### src/rtl/flow_seq_pkg.sv
`timescale 1ns/1ps
package flow_seq_pkg;

  typedef enum logic [3:0] {
    OP_NOP   = 4'd0,
    OP_END   = 4'd1,
    OP_JMPC  = 4'd2,
    OP_JMPU  = 4'd3,
    OP_CALL  = 4'd4,
    OP_CALLU = 4'd5,
    OP_CALLC = 4'd6,
    OP_IFU   = 4'd7,
    OP_IFC   = 4'd8,
    OP_LOOP  = 4'd9
  } flowOp_e;

  typedef enum logic [2:0] {
    PC_HOLD = 3'd0,
    PC_NEXT = 3'd1,
    PC_DST  = 3'd2,
    PC_RET  = 3'd3,
    PC_BACK = 3'd4
  } pcSel_e;

  typedef enum logic [1:0] {
    PK_CALL = 2'd0,
    PK_THEN = 2'd1,
    PK_ELSE = 2'd2,
    PK_LOOP = 2'd3
  } pushKind_e;

  typedef struct packed {
    logic      doPush;
    logic      doPop;
    logic      decRep;
    logic      addIncr;
    logic      loadCtr;
    logic      setHalt;
    logic      setOvf;
    pushKind_e kind;
    pcSel_e    pcSel;
  } seqStrobe_t;

endpackage

### src/rtl/flow_seq_cond.sv
`timescale 1ns/1ps
module flow_seq_cond (
  input  logic       refX,
  input  logic       refY,
  input  logic [1:0] condMode,
  input  logic       cc0,
  input  logic       cc1,
  output logic       condOk
);
  logic xHit;
  logic yHit;

  assign xHit = (refX == cc0);
  assign yHit = (refY == cc1);

  always_comb begin
    case (condMode)
      2'd0:    condOk = xHit | yHit;
      2'd1:    condOk = xHit & yHit;
      2'd2:    condOk = xHit;
      default: condOk = yHit;
    endcase
  end
endmodule

### src/rtl/flow_seq_ctrl.sv
`timescale 1ns/1ps
module flow_seq_ctrl
  import flow_seq_pkg::*;
(
  input  logic       clk,
  input  logic       rstN,
  input  logic       halted,
  input  logic       atEnd,
  input  logic       topRepZero,
  input  logic       stackFull,
  input  logic [3:0] opClass,
  input  logic       boolUni,
  input  logic       refX,
  input  logic       refY,
  input  logic [1:0] condMode,
  input  logic       cc0,
  input  logic       cc1,
  output seqStrobe_t strobe
);
  logic    condOk;
  logic    gate;
  flowOp_e op;

  assign op = flowOp_e'(opClass);

  flow_seq_cond u_cond (
    .refX(refX), .refY(refY), .condMode(condMode),
    .cc0(cc0), .cc1(cc1), .condOk(condOk)
  );

  always_comb begin
    strobe       = '0;
    strobe.pcSel = PC_HOLD;
    strobe.kind  = PK_CALL;
    gate         = 1'b0;
    if (!halted) begin
      if (atEnd) begin
        strobe.addIncr = 1'b1;
        if (topRepZero) begin
          strobe.doPop = 1'b1;
          strobe.pcSel = PC_RET;
        end else begin
          strobe.decRep = 1'b1;
          strobe.pcSel  = PC_BACK;
        end
      end else begin
        strobe.pcSel = PC_NEXT;
        case (op)
          OP_END: begin
            strobe.setHalt = 1'b1;
            strobe.pcSel   = PC_HOLD;
          end
          OP_JMPC: if (condOk)  strobe.pcSel = PC_DST;
          OP_JMPU: if (boolUni) strobe.pcSel = PC_DST;
          OP_CALL, OP_CALLU, OP_CALLC: begin
            gate = (op == OP_CALL) | ((op == OP_CALLU) & boolUni) | ((op == OP_CALLC) & condOk);
            if (gate) begin
              strobe.doPush = 1'b1;
              strobe.kind   = PK_CALL;
              strobe.pcSel  = PC_DST;
            end
          end
          OP_IFU, OP_IFC: begin
            gate          = (op == OP_IFU) ? boolUni : condOk;
            strobe.doPush = 1'b1;
            strobe.kind   = gate ? PK_THEN : PK_ELSE;
            strobe.pcSel  = gate ? PC_NEXT : PC_DST;
          end
          OP_LOOP: begin
            strobe.doPush  = 1'b1;
            strobe.kind    = PK_LOOP;
            strobe.loadCtr = 1'b1;
          end
          default: ;
        endcase
        if (strobe.doPush && stackFull) begin
          strobe.doPush  = 1'b0;
          strobe.loadCtr = 1'b0;
          strobe.setOvf  = 1'b1;
          strobe.pcSel   = PC_NEXT;
        end
      end
    end
  end

  // a cycle never both pushes and pops
  p_push_pop_excl_r8: assert property (@(posedge clk) disable iff (!rstN)
    $onehot0({strobe.doPush, strobe.doPop}));
  // nothing is pushed onto a full stack
  p_full_drop_r9: assert property (@(posedge clk) disable iff (!rstN)
    stackFull |-> !strobe.doPush);
  // a halted sequencer issues no action
  p_halt_quiet_r2: assert property (@(posedge clk) disable iff (!rstN)
    halted |-> (strobe.pcSel == PC_HOLD && !strobe.doPush && !strobe.addIncr));
endmodule

### src/rtl/flow_seq_datapath.sv
`timescale 1ns/1ps
module flow_seq_datapath
  import flow_seq_pkg::*;
#(
  parameter int ADDR_W = 8,
  parameter int CNT_W  = 8,
  parameter int DEPTH  = 8
) (
  input  logic              clk,
  input  logic              rstN,
  input  logic [ADDR_W-1:0] entryPc,
  input  logic [ADDR_W-1:0] dstOff,
  input  logic [ADDR_W-1:0] instCount,
  input  logic [CNT_W-1:0]  intRepeat,
  input  logic [CNT_W-1:0]  intInit,
  input  logic [CNT_W-1:0]  intIncr,
  input  seqStrobe_t        strobe,
  output logic [ADDR_W-1:0] pc,
  output logic [CNT_W-1:0]  loopCtr,
  output logic              halted,
  output logic              ovfErr,
  output logic              atEnd,
  output logic              topRepZero,
  output logic              stackFull
);
  localparam int SP_W  = $clog2(DEPTH + 1);
  localparam int IDX_W = (DEPTH > 1) ? $clog2(DEPTH) : 1;

  typedef struct packed {
    logic [ADDR_W-1:0] endA;
    logic [ADDR_W-1:0] retA;
    logic [ADDR_W-1:0] backA;
    logic [CNT_W-1:0]  rep;
    logic [CNT_W-1:0]  inc;
  } frame_t;

  frame_t            frames [DEPTH];
  frame_t            topF;
  frame_t            newF;
  logic [SP_W-1:0]   sp;
  logic [IDX_W-1:0]  topIdx;
  logic [IDX_W-1:0]  pushIdx;
  logic [ADDR_W-1:0] pcPlus1;
  logic [ADDR_W-1:0] dstEnd;
  logic [ADDR_W-1:0] nextPc;

  assign topIdx     = IDX_W'(sp - 1'b1);
  assign pushIdx    = IDX_W'(sp);
  assign topF       = frames[topIdx];
  assign pcPlus1    = pc + 1'b1;
  assign dstEnd     = dstOff + instCount;
  assign stackFull  = (sp == SP_W'(DEPTH));
  assign atEnd      = (sp != '0) && (pc == topF.endA);
  assign topRepZero = (topF.rep == '0);

  always_comb begin
    newF = '0;
    case (strobe.kind)
      PK_CALL: begin
        newF.endA = dstEnd;  newF.retA = pcPlus1; newF.backA = dstOff;
      end
      PK_THEN: begin
        newF.endA = dstOff;  newF.retA = dstEnd;  newF.backA = pcPlus1;
      end
      PK_ELSE: begin
        newF.endA = dstEnd;  newF.retA = dstEnd;  newF.backA = dstOff;
      end
      default: begin
        newF.endA  = dstOff + 1'b1;
        newF.retA  = dstOff + 1'b1;
        newF.backA = pcPlus1;
        newF.rep   = intRepeat;
        newF.inc   = intIncr;
      end
    endcase
  end

  always_comb begin
    case (strobe.pcSel)
      PC_NEXT: nextPc = pcPlus1;
      PC_DST:  nextPc = dstOff;
      PC_RET:  nextPc = topF.retA;
      PC_BACK: nextPc = topF.backA;
      default: nextPc = pc;
    endcase
  end

  always_ff @(posedge clk) begin
    if (!rstN) begin
      pc      <= entryPc;
      sp      <= '0;
      loopCtr <= '0;
      halted  <= 1'b0;
      ovfErr  <= 1'b0;
    end else begin
      pc <= nextPc;
      if (strobe.doPush)      sp <= sp + 1'b1;
      else if (strobe.doPop)  sp <= sp - 1'b1;
      if (strobe.loadCtr)      loopCtr <= intInit;
      else if (strobe.addIncr) loopCtr <= loopCtr + topF.inc;
      if (strobe.setHalt) halted <= 1'b1;
      if (strobe.setOvf)  ovfErr <= 1'b1;
    end
  end

  for (genvar i = 0; i < DEPTH; i++) begin : g_frame
    always_ff @(posedge clk) begin
      if (strobe.doPush && pushIdx == IDX_W'(i))
        frames[i] <= newF;
      else if (strobe.decRep && topIdx == IDX_W'(i))
        frames[i].rep <= frames[i].rep - 1'b1;
    end
  end

  // closing a region lands on the popped frame's return address
  p_pop_returns_r5: assert property (@(posedge clk) disable iff (!rstN)
    strobe.doPop |=> (pc == $past(topF.retA)));
  // a repeat pass jumps back and consumes one repeat
  p_loop_back_r7: assert property (@(posedge clk) disable iff (!rstN)
    strobe.decRep |=> (pc == $past(topF.backA) && topF.rep == CNT_W'($past(topF.rep) - 1'b1)));
  // once halted, address and flag hold
  p_halt_hold_r2: assert property (@(posedge clk) disable iff (!rstN)
    halted |=> (halted && $stable(pc) && $stable(loopCtr)));
  // overflow flag is sticky
  p_ovf_sticky_r9: assert property (@(posedge clk) disable iff (!rstN)
    ovfErr |=> ovfErr);
  // occupancy bounded by depth
  p_depth_bound_r8: assert property (@(posedge clk) disable iff (!rstN)
    sp <= SP_W'(DEPTH));
endmodule

### src/rtl/shader_flow_seq.sv
`timescale 1ns/1ps
module shader_flow_seq
  import flow_seq_pkg::*;
#(
  parameter int ADDR_W = 8,
  parameter int CNT_W  = 8,
  parameter int DEPTH  = 8
) (
  input  logic              clk,
  input  logic              rstN,
  input  logic [ADDR_W-1:0] entryPc,
  input  logic [3:0]        opClass,
  input  logic [ADDR_W-1:0] dstOff,
  input  logic [ADDR_W-1:0] instCount,
  input  logic              boolUni,
  input  logic [CNT_W-1:0]  intRepeat,
  input  logic [CNT_W-1:0]  intInit,
  input  logic [CNT_W-1:0]  intIncr,
  input  logic              refX,
  input  logic              refY,
  input  logic [1:0]        condMode,
  input  logic              cc0,
  input  logic              cc1,
  output logic [ADDR_W-1:0] fetchAddr,
  output logic [CNT_W-1:0]  loopCtr,
  output logic              halted,
  output logic              overflowErr
);
  seqStrobe_t strobe;
  logic       atEnd;
  logic       topRepZero;
  logic       stackFull;

  flow_seq_ctrl u_ctrl (
    .clk(clk), .rstN(rstN), .halted(halted), .atEnd(atEnd),
    .topRepZero(topRepZero), .stackFull(stackFull), .opClass(opClass),
    .boolUni(boolUni), .refX(refX), .refY(refY), .condMode(condMode),
    .cc0(cc0), .cc1(cc1), .strobe(strobe)
  );

  flow_seq_datapath #(.ADDR_W(ADDR_W), .CNT_W(CNT_W), .DEPTH(DEPTH)) u_dp (
    .clk(clk), .rstN(rstN), .entryPc(entryPc), .dstOff(dstOff),
    .instCount(instCount), .intRepeat(intRepeat), .intInit(intInit),
    .intIncr(intIncr), .strobe(strobe), .pc(fetchAddr), .loopCtr(loopCtr),
    .halted(halted), .ovfErr(overflowErr), .atEnd(atEnd),
    .topRepZero(topRepZero), .stackFull(stackFull)
  );
endmodule

### config.mk
export PLATFORM = sky130hd
export DESIGN_NAME = shader_flow_seq
export DESIGN_NICKNAME = d
export VERILOG_FILES = /design/src/rtl/flow_seq_pkg.sv /design/src/rtl/flow_seq_cond.sv /design/src/rtl/flow_seq_ctrl.sv /design/src/rtl/flow_seq_datapath.sv /design/src/rtl/shader_flow_seq.sv
export SDC_FILE = /design/constraint.sdc
export NUM_CORES = 1
export LEC_CHECK = 0
export BUFFER_PORTS_ARGS = -buffer_cell sky130_fd_sc_hd__buf_4
export CORE_MARGIN = 5
export CORE_UTILIZATION = 60
export CTS_CLUSTER_SIZE = 40
export DETAILED_ROUTE_END_ITERATION = 6
export GPL_TIMING_DRIVEN = 0
export HOLD_SLACK_MARGIN = 0.15
export PLACE_DENSITY = 0.78
export SKIP_LAST_GASP = 1
export SYNTH_ARGS = -nofsm -noshare
export SYNTH_HDL_FRONTEND = slang
export SYNTH_SLANG_ARGS = --single-unit
### constraint.sdc
create_clock -name clk -period 9.1 [get_ports clk]
set_clock_uncertainty 0.1 [all_clocks]
set_input_delay 0.455 -clock clk [delete_from_list [all_inputs] [get_ports clk]]
set_output_delay 0.455 -clock clk [all_outputs]
set_load 0.1 [all_outputs]
==> flow_summary.yaml <==
detailed_routing:
  drt.antenna.violating_nets: 0
  wl_per_cell_um: 24.31
  post-route-drc-count: 0
  drt_iter0_markers: 1070
  drtPass1Iterations: 5
  vias_per_cell: 6.433
  totalWireLength_um: 39310
  route.vias.total: 10400
setup_path:
  cp.required_ns: 9.41
  critical_path.max_fanout: 10
  sort_of_element_at_the_end_of_the_critical_path: "flip-flop"
  critical_path.top_delay_family: "buffers and inverters"
  worstPathBufferInverterCount: 10
  cpMaxStageDelayCell: "clkbuf_1"
  worstSetupStartpointType: "flip-flop"
  worst_path_arrival_ns: 6.68
  critical_path.max_stage_delay_ns: 0.62
  critical_path_class: "flip-flop to flip-flop"
  worstPathCellList: "buf_6 > buf_12 > buf_4 > inv_2 > ha_1 > buf_4 > buf_2 > buf_1 > clkbuf_1 > clkbuf_1 > mux4_2 > nand2_1 > nand2_1 > ha_1 > inv_1 > fa_1 > nor2b_1 > o21ai_0 > nand2b_1 > a21o_1 > a21oi_1 > xor2_1 > a21oi_1 > o221a_2"
yosys:
  synth-edff-count: 328
  syn_nets: 1212
  synth_most_common_cell: "edfxtp_1"
  synth.mux.area_fraction_pct: 11.14
  synthDistinctLibCells: 71
  number_of_instances_in_the_synthesized_netlist: 1117
  synth-simple-area-share_pct: 7.856
  synth.ff_latch_count: 342
  syn_avg_cell_area_um2: 14.51
  largest_family_of_logic_cells_by_synthesized_area: "multiplexers"
  top_post_synthesis_cells_by_area: "edfxtp_1, mux4_2, xnor2_1"
  synth-xor-area-share_pct: 5.402
  synth_top_area_share_pct: 60.75
  netlist_top_cells_count: "edfxtp_1, nand2_1, o22ai_1"
  yosys.area_share.adder_pct: 2.716
  post_synth_instance_area_um2: 16210
  synth_seq_area_share_pct: 62.48
  synth-main-ff-cell: "edfxtp_1"
  async_reset_ff_share_pct: 0
  ys.warnings.count: 0
  synth_compound_area_share_pct: 7.972
  synth_largest_area_cell: "edfxtp_1"
cts:
  quantity_of_hold_fixing_buffers_added_after_cts: 1
  max-clock-path-buffers: 3
  cts_tree: "built"
  clk_pin_slew_ns: 0.06
  cts_buffers: 36
  cts-resized-gates: 0
  clock_tree.htree_level_count: 2
  cts_root_buf: "clkbuf_16"
  numClockSinks: 342
  post_cts_buffers: 0
  worst_skew_pair.late_latency_ns: 0.52
final_layout:
  synthToLayoutAreaGrowth_pct: 14.83
  finalCoreUtilization_pct: 69.47
  post_route_cells_drive_above_1_share_pct: 20.61
  finish.net_count: 1344
  final-instance-count-excl-fill: 1617
  diodes: 0
die:
  die_h_um: 174.4
  floorplan.die.width_um: 174.4
  rows: 60
  floorplan.die_area_um2: 30410
  floorplan.initialDensity_pct: 60.49
  fp.coreArea_um2: 26800
  ioPinCount: 79
flow_run:
  drv.max_cap_violation_count: 0
pwr:
  p_total_w: 0.004551
  cell_leakage_power_nw: 6.524
  powerDensity_nw_per_um2: 244.4
  vdd_drop_max_uv: 227.4
timing:
  timing.final.hold_violations: 0
  timing.final.max_slew_violations: 0
  post_layout_min_period_ns: 6.365
  rsz0062_at_grt: "false"
  final.hold.worst_slack_ns: 0.1902
  relSlewSlack_pct: 16.56
  tightestPinTransition_ns: 1.238
  finalCritPeriodShare_pct: 69.95
  timing.fmax_mhz: 157.1
  setup_viol_count_final: 0
  finalWorstSetupSlack_ns: 2.735
place:
  dp_cells: 1551
  place_ws_ns: 2.843
  globalplace.congestion: 0.8959
  placement.io_buffers: 77
  place_hpwl_um: 26940
hold_path:
  min_path_type: "input port to flip-flop"
global_routing:
  grt_first_pass_wirelength_um: 60940
  grt-ovfl-total: 0
  grt_start_max_net_pins: 26
  grt_antenna_before_repair: 1
  grt_pass1_vias: 10520
  grt_usage_pct: 26.04
outcome:
  run_status: "finished clean"
## worst reg2reg max path, stage by stage (launching register included)
cell and delay (ns):
dfxtp_1 0.42, buf_6 0.19, buf_12 0.16, buf_4 0.25, inv_2 0.16, ha_1 0.32
buf_4 0.18, buf_2 0.36, buf_1 0.58, clkbuf_1 0.61, clkbuf_1 0.62, mux4_2 0.41
nand2_1 0.08, nand2_1 0.09, ha_1 0.21, inv_1 0.08, fa_1 0.18, nor2b_1 0.06
o21ai_0 0.16, nand2b_1 0.14, a21o_1 0.21, a21oi_1 0.18, xor2_1 0.17, a21oi_1 0.08
o221a_2 0.25
## stage by stage
stage | setup TNS (ns) | instance area [um^2]
after floorplan | 0 | 16210
after global placement | -8.119 | 17220
after detailed placement | 0 | 17480
after CTS | 0 | 18620
after global routing | 0 | 18620
final | 0 | 18620
## cell type report
| cell class | count | area, um^2 |
|---|---|---|
| buffer | 49 | 244.0 |
| clock buffer | 45 | 977.2 |
| clock inverter | 20 | 146.4 |
| fill | 1772 | 8183 |
| inverter | 40 | 150.1 |
| multi-input combinational | 686 | 5717 |
| sequential | 342 | 10130 |
| tap | 341 | 426.7 |
| timing repair buffer | 94 | 827.0 |
## per-layer routing
layer | vias to the layer above | part of all wire [%] | track usage [%]
li1 | 4626 | - | -
met1 | 5127 | 39 | 35.04
met2 | 560 | 49 | 43.28
met3 | 87 | 8.7 | 4.915
met4 | 2 | 3.2 | 8.611
met5 | - | 0.028 | 0
## power by group
| part | internal, W | switching [W] |
|---|---|---|
| Sequential | 0.00189 | 0.0000593 |
| Combinational | 0.000455 | 0.000755 |
| Clock | 0.000797 | 0.000594 |
## placed cells by master, fill, tap and decap left out, types with 5 or more instances in the layout
master,instances
clkinv_2,8
nor2b_1,6
clkbuf_1,30
edfxtp_1,328
o22a_1,6
a21oi_1,31
dfxtp_1,14
nand2b_1,12
clkbuf_16,38
a221oi_1,6
inv_1,38
buf_6,8
o22ai_1,72
and2_1,11
buf_12,5
a2bb2oi_1,5
ha_1,32
buf_4,82
nor3b_1,8
a21o_1,5
o21ai_0,18
clkinv_1,6
nor2_1,54
or3_1,5
nor4_1,9
xor2_1,40
nand2_1,85
and3_1,10
mux2_2,10
mux4_2,60
buf_2,17
xnor2_1,60
nand3_1,16
nor3_1,28
mux2i_1,29
## path summary, 6_finish.rpt
| path | cells after the start | end | startpoint | slack [ns] |
|---|---|---|---|---|
| worst min register to register | 1 | u_dp.ovfErr | u_dp.ovfErr | 0.38 |
| worst min-delay path | 2 | u_dp.frames[2][8] | intRepeat[0] | 0.19 |
| worst max-delay path | 24 | u_dp.loopCtr[6] | u_dp.sp[0] | 2.73 |
| worst max register to register | 24 | u_dp.loopCtr[6] | u_dp.sp[0] | 2.73 |
## flip-flops by register name (all words and copies together) (netlist names)
name	cells
u_dp.loopCtr	8
u_dp.pc	8
u_dp.ovfErr	1
u_dp.frames	320
u_dp.sp	4
u_dp.halted	1
## kinds of logic after synthesis
group           Yosys count
flops                   342
simple gates            262
compound gates          189
mux                     101
xor+xnor                100
buf+inv                  89
fa+ha+maj                34
(Power assumes the default switching activity.)
